===== config.mk =====
export PLATFORM = sky130hd
export DESIGN_NAME = dram_refresh_decoder
export DESIGN_NICKNAME = d
export VERILOG_FILES = /design/src/rtl/dram_refresh_decoder.sv
export SDC_FILE = /design/constraint.sdc
export NUM_CORES = 1
export LEC_CHECK = 0
export BUFFER_PORTS_ARGS = -buffer_cell sky130_fd_sc_hd__buf_2
export CORE_MARGIN = 3
export CORE_UTILIZATION = 45
export DETAILED_ROUTE_END_ITERATION = 8
export PLACE_DENSITY = 0.69
export SETUP_SLACK_MARGIN = 0.3
export SYNTH_ARGS = -nofsm -noshare
export SYNTH_HDL_FRONTEND = slang
export SYNTH_SLANG_ARGS = --single-unit

===== constraint.sdc =====
create_clock -name clk -period 4.2 [get_ports clk]
set_input_delay 0.63 -clock clk [delete_from_list [all_inputs] [get_ports clk]]
set_output_delay 0.63 -clock clk [all_outputs]
set_load 0.005 [all_outputs]

===== src/rtl/dram_refresh_decoder.sv =====
module dram_refresh_decoder #(
  parameter bit FOUR_K = 1'b1
) (
  input  logic        clk,
  input  logic        rst_n,
  input  logic        ras_n,
  input  logic        cas_n,
  input  logic        we_n,
  input  logic        oe_n,
  input  logic [11:0] addr,
  output logic [11:0] row_addr,
  output logic        row_act,
  output logic [11:0] col_addr,
  output logic        dq_oe,
  output logic        hold_data,
  output logic        cls_pulse,
  output logic [1:0]  cls_type
);
  localparam int          ROWS     = FOUR_K ? 4096 : 2048;
  localparam int          COL_W    = FOUR_K ? 10 : 11;
  localparam logic [11:0] ROW_MASK = 12'(ROWS - 1);
  localparam logic [11:0] COL_MASK = 12'((1 << COL_W) - 1);
  localparam logic [11:0] LAST_ROW = 12'(ROWS - 1);

  logic        ras_q, cas_q;
  logic        self_adr, hidden_q, acc_seen, is_read;
  logic [11:0] cnt, col_lat;

  wire ras_fall = ras_q & ~ras_n;
  wire ras_rise = ~ras_q & ras_n;
  wire cas_fall = cas_q & ~cas_n;

  always_ff @(posedge clk) begin
    if (!rst_n) begin
      ras_q     <= 1'b1;
      cas_q     <= 1'b1;
      row_act   <= 1'b0;
      self_adr  <= 1'b0;
      hidden_q  <= 1'b0;
      acc_seen  <= 1'b0;
      is_read   <= 1'b0;
      hold_data <= 1'b0;
      cnt       <= '0;
      row_addr  <= '0;
      col_lat   <= '0;
      cls_pulse <= 1'b0;
      cls_type  <= 2'b00;
    end else begin
      ras_q     <= ras_n;
      cas_q     <= cas_n;
      cls_pulse <= 1'b0;
      if (cas_n) begin
        col_lat   <= addr & COL_MASK;
        hold_data <= 1'b0;
      end
      if (ras_fall) begin
        row_act  <= 1'b1;
        self_adr <= ~cas_n;
        hidden_q <= ~cas_n & hold_data;
        acc_seen <= 1'b0;
        is_read  <= 1'b0;
        row_addr <= cas_n ? (addr & ROW_MASK) : cnt;
      end else if (cas_fall && row_act && !self_adr && !ras_n) begin
        acc_seen <= 1'b1;
        is_read  <= we_n;
      end
      if (ras_rise && row_act) begin
        row_act   <= 1'b0;
        cls_pulse <= 1'b1;
        if (self_adr) begin
          cls_type <= hidden_q ? 2'b11 : 2'b10;
          cnt      <= (cnt == LAST_ROW) ? '0 : cnt + 12'd1;
        end else begin
          cls_type <= acc_seen ? 2'b00 : 2'b01;
          if (acc_seen && is_read && !cas_n) hold_data <= 1'b1;
        end
      end
    end
  end

  assign col_addr = ras_n ? '0 : (cas_n ? (addr & COL_MASK) : col_lat);
  assign dq_oe    = hold_data | (row_act & acc_seen & is_read & ~cas_n & ~oe_n);

  AST_CBR_QUIET: assert property (@(posedge clk) disable iff (!rst_n)
    (row_act && self_adr && !hidden_q) |-> !dq_oe);
  AST_RONLY_QUIET: assert property (@(posedge clk) disable iff (!rst_n)
    (row_act && !self_adr && !acc_seen && !hold_data) |-> !dq_oe);
  AST_CNT_RANGE: assert property (@(posedge clk) disable iff (!rst_n)
    cnt <= LAST_ROW);
  AST_CNT_KEEP: assert property (@(posedge clk) disable iff (!rst_n)
    (ras_rise && row_act && !self_adr) |=> $stable(cnt));
  AST_PULSE_ONE: assert property (@(posedge clk) disable iff (!rst_n)
    cls_pulse |=> !cls_pulse);
  AST_HOLD_CAS: assert property (@(posedge clk) disable iff (!rst_n)
    $rose(hold_data) |-> !$past(cas_n));
  AST_ROW_EXT: assert property (@(posedge clk) disable iff (!rst_n)
    (ras_fall && cas_n) |=> row_addr == ($past(addr) & ROW_MASK));
endmodule


### Word-level counts from Yosys, hierarchy flattened

Cells that the tools add are included.

| storage, ports and cells | value |
|---|---|
| output and inout bits | 30 |
| input port bits | 18 |
| logic and storage cells | 53 |
| register bits after elaboration | 47 |

| cells by class | value |
|---|---|
| add/subtract/negate cells | 1 |
| multiplexer cells | 12 |
| bitwise logic cells | 14 |
| reductions and logical operators | 12 |
| equality and inequality tests | 1 |

Operators by type and width:

| kind | number |
|---|---|
| $mux W12 | 4 |
| $add A12 B1 Y12 const B | 1 |
| $eq A12 B12 Y1 const B | 1 |
| $and A1 B1 Y1 | 8 |
| $mux W1 | 7 |
| $logic_and A1 B1 Y1 | 6 |
| $not A1 Y1 | 5 |
| $reduce_or A2 Y1 | 2 |
| $logic_not A1 Y1 | 3 |
| $mux W2 | 1 |
| $reduce_and A2 Y1 | 1 |
| $or A1 B1 Y1 | 1 |

### Logic depth before layout (Yosys ltp)

| depth | value |
|---|---|
| depth in word-level cells | 5 |
| depth in mapped cells | 6 |
| gate-level depth less buffers | 5 |

### Least setup slack after synthesis

OpenSTA, ideal clock, no wires.

| timing | value |
|---|---|
| path type | input port to output port |
| from | input port cas_n |
| to | output port col_addr[9] |
| setup slack | 2.116 ns |
| data arrival time | 1.454 ns |
| stages on the path | 4 |
| path buffers | 2 |
| data required time | 3.570 ns |
| path through | clkbuf_1 buf_1 mux2i_1 nor2_1 |

| on the way | value |
|---|---|
| cells in the longest elaborated chain, start to end | 2 |

Ends and longest elaborated chain:

| element | line | source |
|---|---|---|
| from (decl) | 7 | `input logic cas_n,` |
| $mux W12 | -- |  |
| $mux W12 | 81 | `assign col_addr = ras_n ? '0 : (cas_n ? (addr & COL_MASK) : col_lat);` |
| to (decl) | 13 | `output logic [11:0] col_addr,` |

Every way passes these cells.

### Worst setup path in the final report

| timing | value |
|---|---|
| from | input port cas_n |
| to | output port col_addr[6] |

Same word-level chain as after synthesis.

==> results.md <==
* Synth Instances at 215
* Worst-margin pin slew at 0.7789 ns
* Post-Syn Nets at 234
* TritonCTS clock tree: done
* Top cells by area, synth: dfxtp_1 (47%), mux2i_1 (10%), nor2_1 (3.7%)
* Most frequent cells in the layout: dfxtp_1 (47), buf_2 (47), mux2i_1 (21), nor2_1 (20), nand2_1 (14)
* CP arrival at 1.74 ns
* Clock tree buffer depth at 2
* HP Class: reg -> reg
* Core Rows at 23
* Post-synthesis sequential area ratio at 0.4694
* N_diodes at 0
* Reg2reg end: cnt[5]
* Net Switching at 0.0002070 W
* GRT Util Overall at 0.1608
* Initial Util at 0.4837
* Combinational Power Share at 0.095
* Core Region at 4144 um^2
* Ys async rst share at 0
* Clk slew on worst S/H paths at 0.09 ns
* Die Area at 5291 um^2
* CP cell instances: buf_2, mux2i_1, nor2_1, buf_2
* Largest net degree at the start of global routing at 38
* Clock skew after layout at 0.005395 ns
* First-pass GRT wire length at 6.651 mm
* CP dominant cell by count: buf_2
* Routed WL per cell at 13.09 um
* DPL Wire Length at 2.782 mm
* Grt ovf at 0
* Nets at 275
* Drt pass-1 iters at 4
* EDFF count, synth at 0
* Resized Gates After CTS at 0
* Seq pwr share at 0.552
* Internal power at 0.0006496 W
* Initial antenna violation count at 0
* Sw frac at 0.2417
* Post-Syn Area at 2004 um^2
* Critical Path Start Type: input port
* Top_reg_cell synth: dfxtp_1
* Critical path capture point type: output port
* Fin crit period at 2.367 ns
* WHS Path Cells at 1
* Max-cap violations at 0
* Total power draw at 0.0008566 W
* Final core occ at 0.5688
* Synth area leader: dfxtp_1
* Worst path max stage delay at 0.60 ns
* Final hold vios at 0
* Synth top area share at 0.4694
* Layout cells sized above 1 at 0.2335
* Final worst-path cycle share at 0.5637
* Status: completed
* Max-slew violations at 0
* CTS Root Cell: clkbuf_8
* Reg2reg path depth at 4
* Crit-path slowest cell: buf_2
* I/O pin total at 48
* Remaining antenna violation count at 0
* Clock network power share at 0.353
* Synth warn at 0
* Reg2Reg Setup Slack at 2.38 ns
* Port buffer count at 47
* Synthesized area per cell at 9.323 um^2
* Power per cell area at 363.4 nW/um^2
* # DRC at 0
* Worst Hold Slack at 0.4587 ns
* Crit path kind: in -> out
* Clk sinks at 47
* Htree depth at 2
* Leak Pwr at 1.083 nW
* Post-CTS setup buffers at 0
* Netlist cell types at 34
* Post-Route Setup TNS at 0 ns
* Max transition margin at 0.4807
* Placer's final routability congestion estimate at 0.7503
* Via Count at 1555
* Synth-to-layout area growth at 17.60%
* Worst hold start: col_lat[10]
* Die Wd at 72.74 um
* DRT Wirelength at 4.019 mm
* Iter 0 DRT Violations at 75
* Later-pin clock latency in the skew report at 0.30 ns
* Maximum VDD drop at 0.2402 mV
* CTS Buf Count at 5
* Final setup viols at 0
* Seq cells post-synth at 47
* Worst reg2reg startpoint: self_adr
* CP Data Required Time at 3.57 ns
* Vias in the first global route at 1405
* Fmax at 422.4 MHz
* DR vias/cell at 5.065
* Critical path fanouts, max at 31
* CTS Hold Buffers Added at 0
* Die Height at 72.74 um
* RSZ-0062 raised after global routing: no
* Hold Path Sink: col_lat[10]
==> power groups by stage <==
stage	Combinational, W	Sequential [W]	Clock [W]
2_1_floorplan	0.0000526	0.000481	0
3_3_place_gp	0.0000814	0.000483	0
3_5_place_dp	0.0000825	0.000483	0
4_1_cts	0.0000830	0.000473	0.000313
5_1_grt	0.0000921	0.000475	0.000327
6_report	0.0000814	0.000473	0.000302
==> logic make-up after synthesis <==
family / Yosys count / share of synthesized area
AO/OA/AOI/OAI: 36 / 0.1180
XOR/XNOR: 10 / 0.04370
adder cells (fa/ha/maj): 1 / 0.006241
buffers and inverters: 20 / 0.03932
flip-flops: 47 / 0.4694
multiplexers: 21 / 0.1049
AND/OR/NAND/NOR: 80 / 0.2185
==> flip-flops by register name, summed over array words and instances (netlist names) <==
| register | flops |
|---|---|
| hidden_q | 1 |
| acc_seen | 1 |
| col_lat | 12 |
| cas_q | 1 |
| row_addr | 12 |
| cls_type | 2 |
| row_act | 1 |
| self_adr | 1 |
| cnt | 12 |
| ras_q | 1 |
| cls_pulse | 1 |
| hold_data | 1 |
| is_read | 1 |
==> metrics by stage <==
stage	instances	instance area (um^2)	setup slack [ns]
global placement	299	2253	1.829
detailed placement	299	2253	1.828
CTS	307	2357	1.825
floorplan	215	2004	2.116
finish	307	2357	1.833
global route	307	2357	1.691
==> routing by layer <==
metal	track usage	wire length [um]
met1	0.2163	1956
met4	0.04918	44
met3	0.05372	225
met2	0.2445	1793
met5	0	0
==> Yosys cell counts, drive strengths merged (2+ instances only) <==
| cell type | instances |
|---|---|
| inv | 6 |
| a21oi | 12 |
| nand2 | 14 |
| clkbuf | 9 |
| mux2i | 21 |
| buf | 5 |
| or2 | 2 |
| o31ai | 2 |
| and2 | 8 |
| o21ai | 11 |
| o211ai | 3 |
| nor3b | 2 |
| nor2b | 12 |
| a21boi | 3 |
| nand3 | 6 |
| xor2 | 3 |
| nor2 | 20 |
| nand3b | 2 |
| nor4 | 5 |
| dfxtp | 47 |
| nor3 | 4 |
| o211a | 4 |
| xnor2 | 7 |
==> layout make-up <==
type / count / area (um^2)
Clock buffer: 7 / 96.34
Inverter: 6 / 22.52
Clock inverter: 1 / 7.507
Sequential cell: 47 / 940.9
Tap cell: 50 / 62.56
Multi-Input combinational cell: 148 / 984.7
Timing Repair Buffer: 48 / 242.7
Fill cell: 385 / 1787
==> worst max-delay path by stage <==
| stage | to | from | cells after the start | slack [ns] |
|---|---|---|---|---|
| final | col_addr[6] | cas_n | 4 | 1.83 |
| after global routing | col_addr[4] | cas_n | 4 | 1.69 |
| after CTS | col_addr[6] | cas_n | 4 | 1.83 |
| after detailed placement | col_addr[6] | cas_n | 4 | 1.83 |
| after global placement | col_addr[6] | cas_n | 4 | 1.83 |
| after floorplan | col_addr[9] | cas_n | 4 | 2.12 |
==> critical path: cells and delay by family <==
family                 cells  cell delay, ns
AND/OR/NAND/NOR            1            0.06
buffers and inverters      2            0.74
multiplexers               1            0.31
Note: power is estimated with default switching activity, not from simulation.
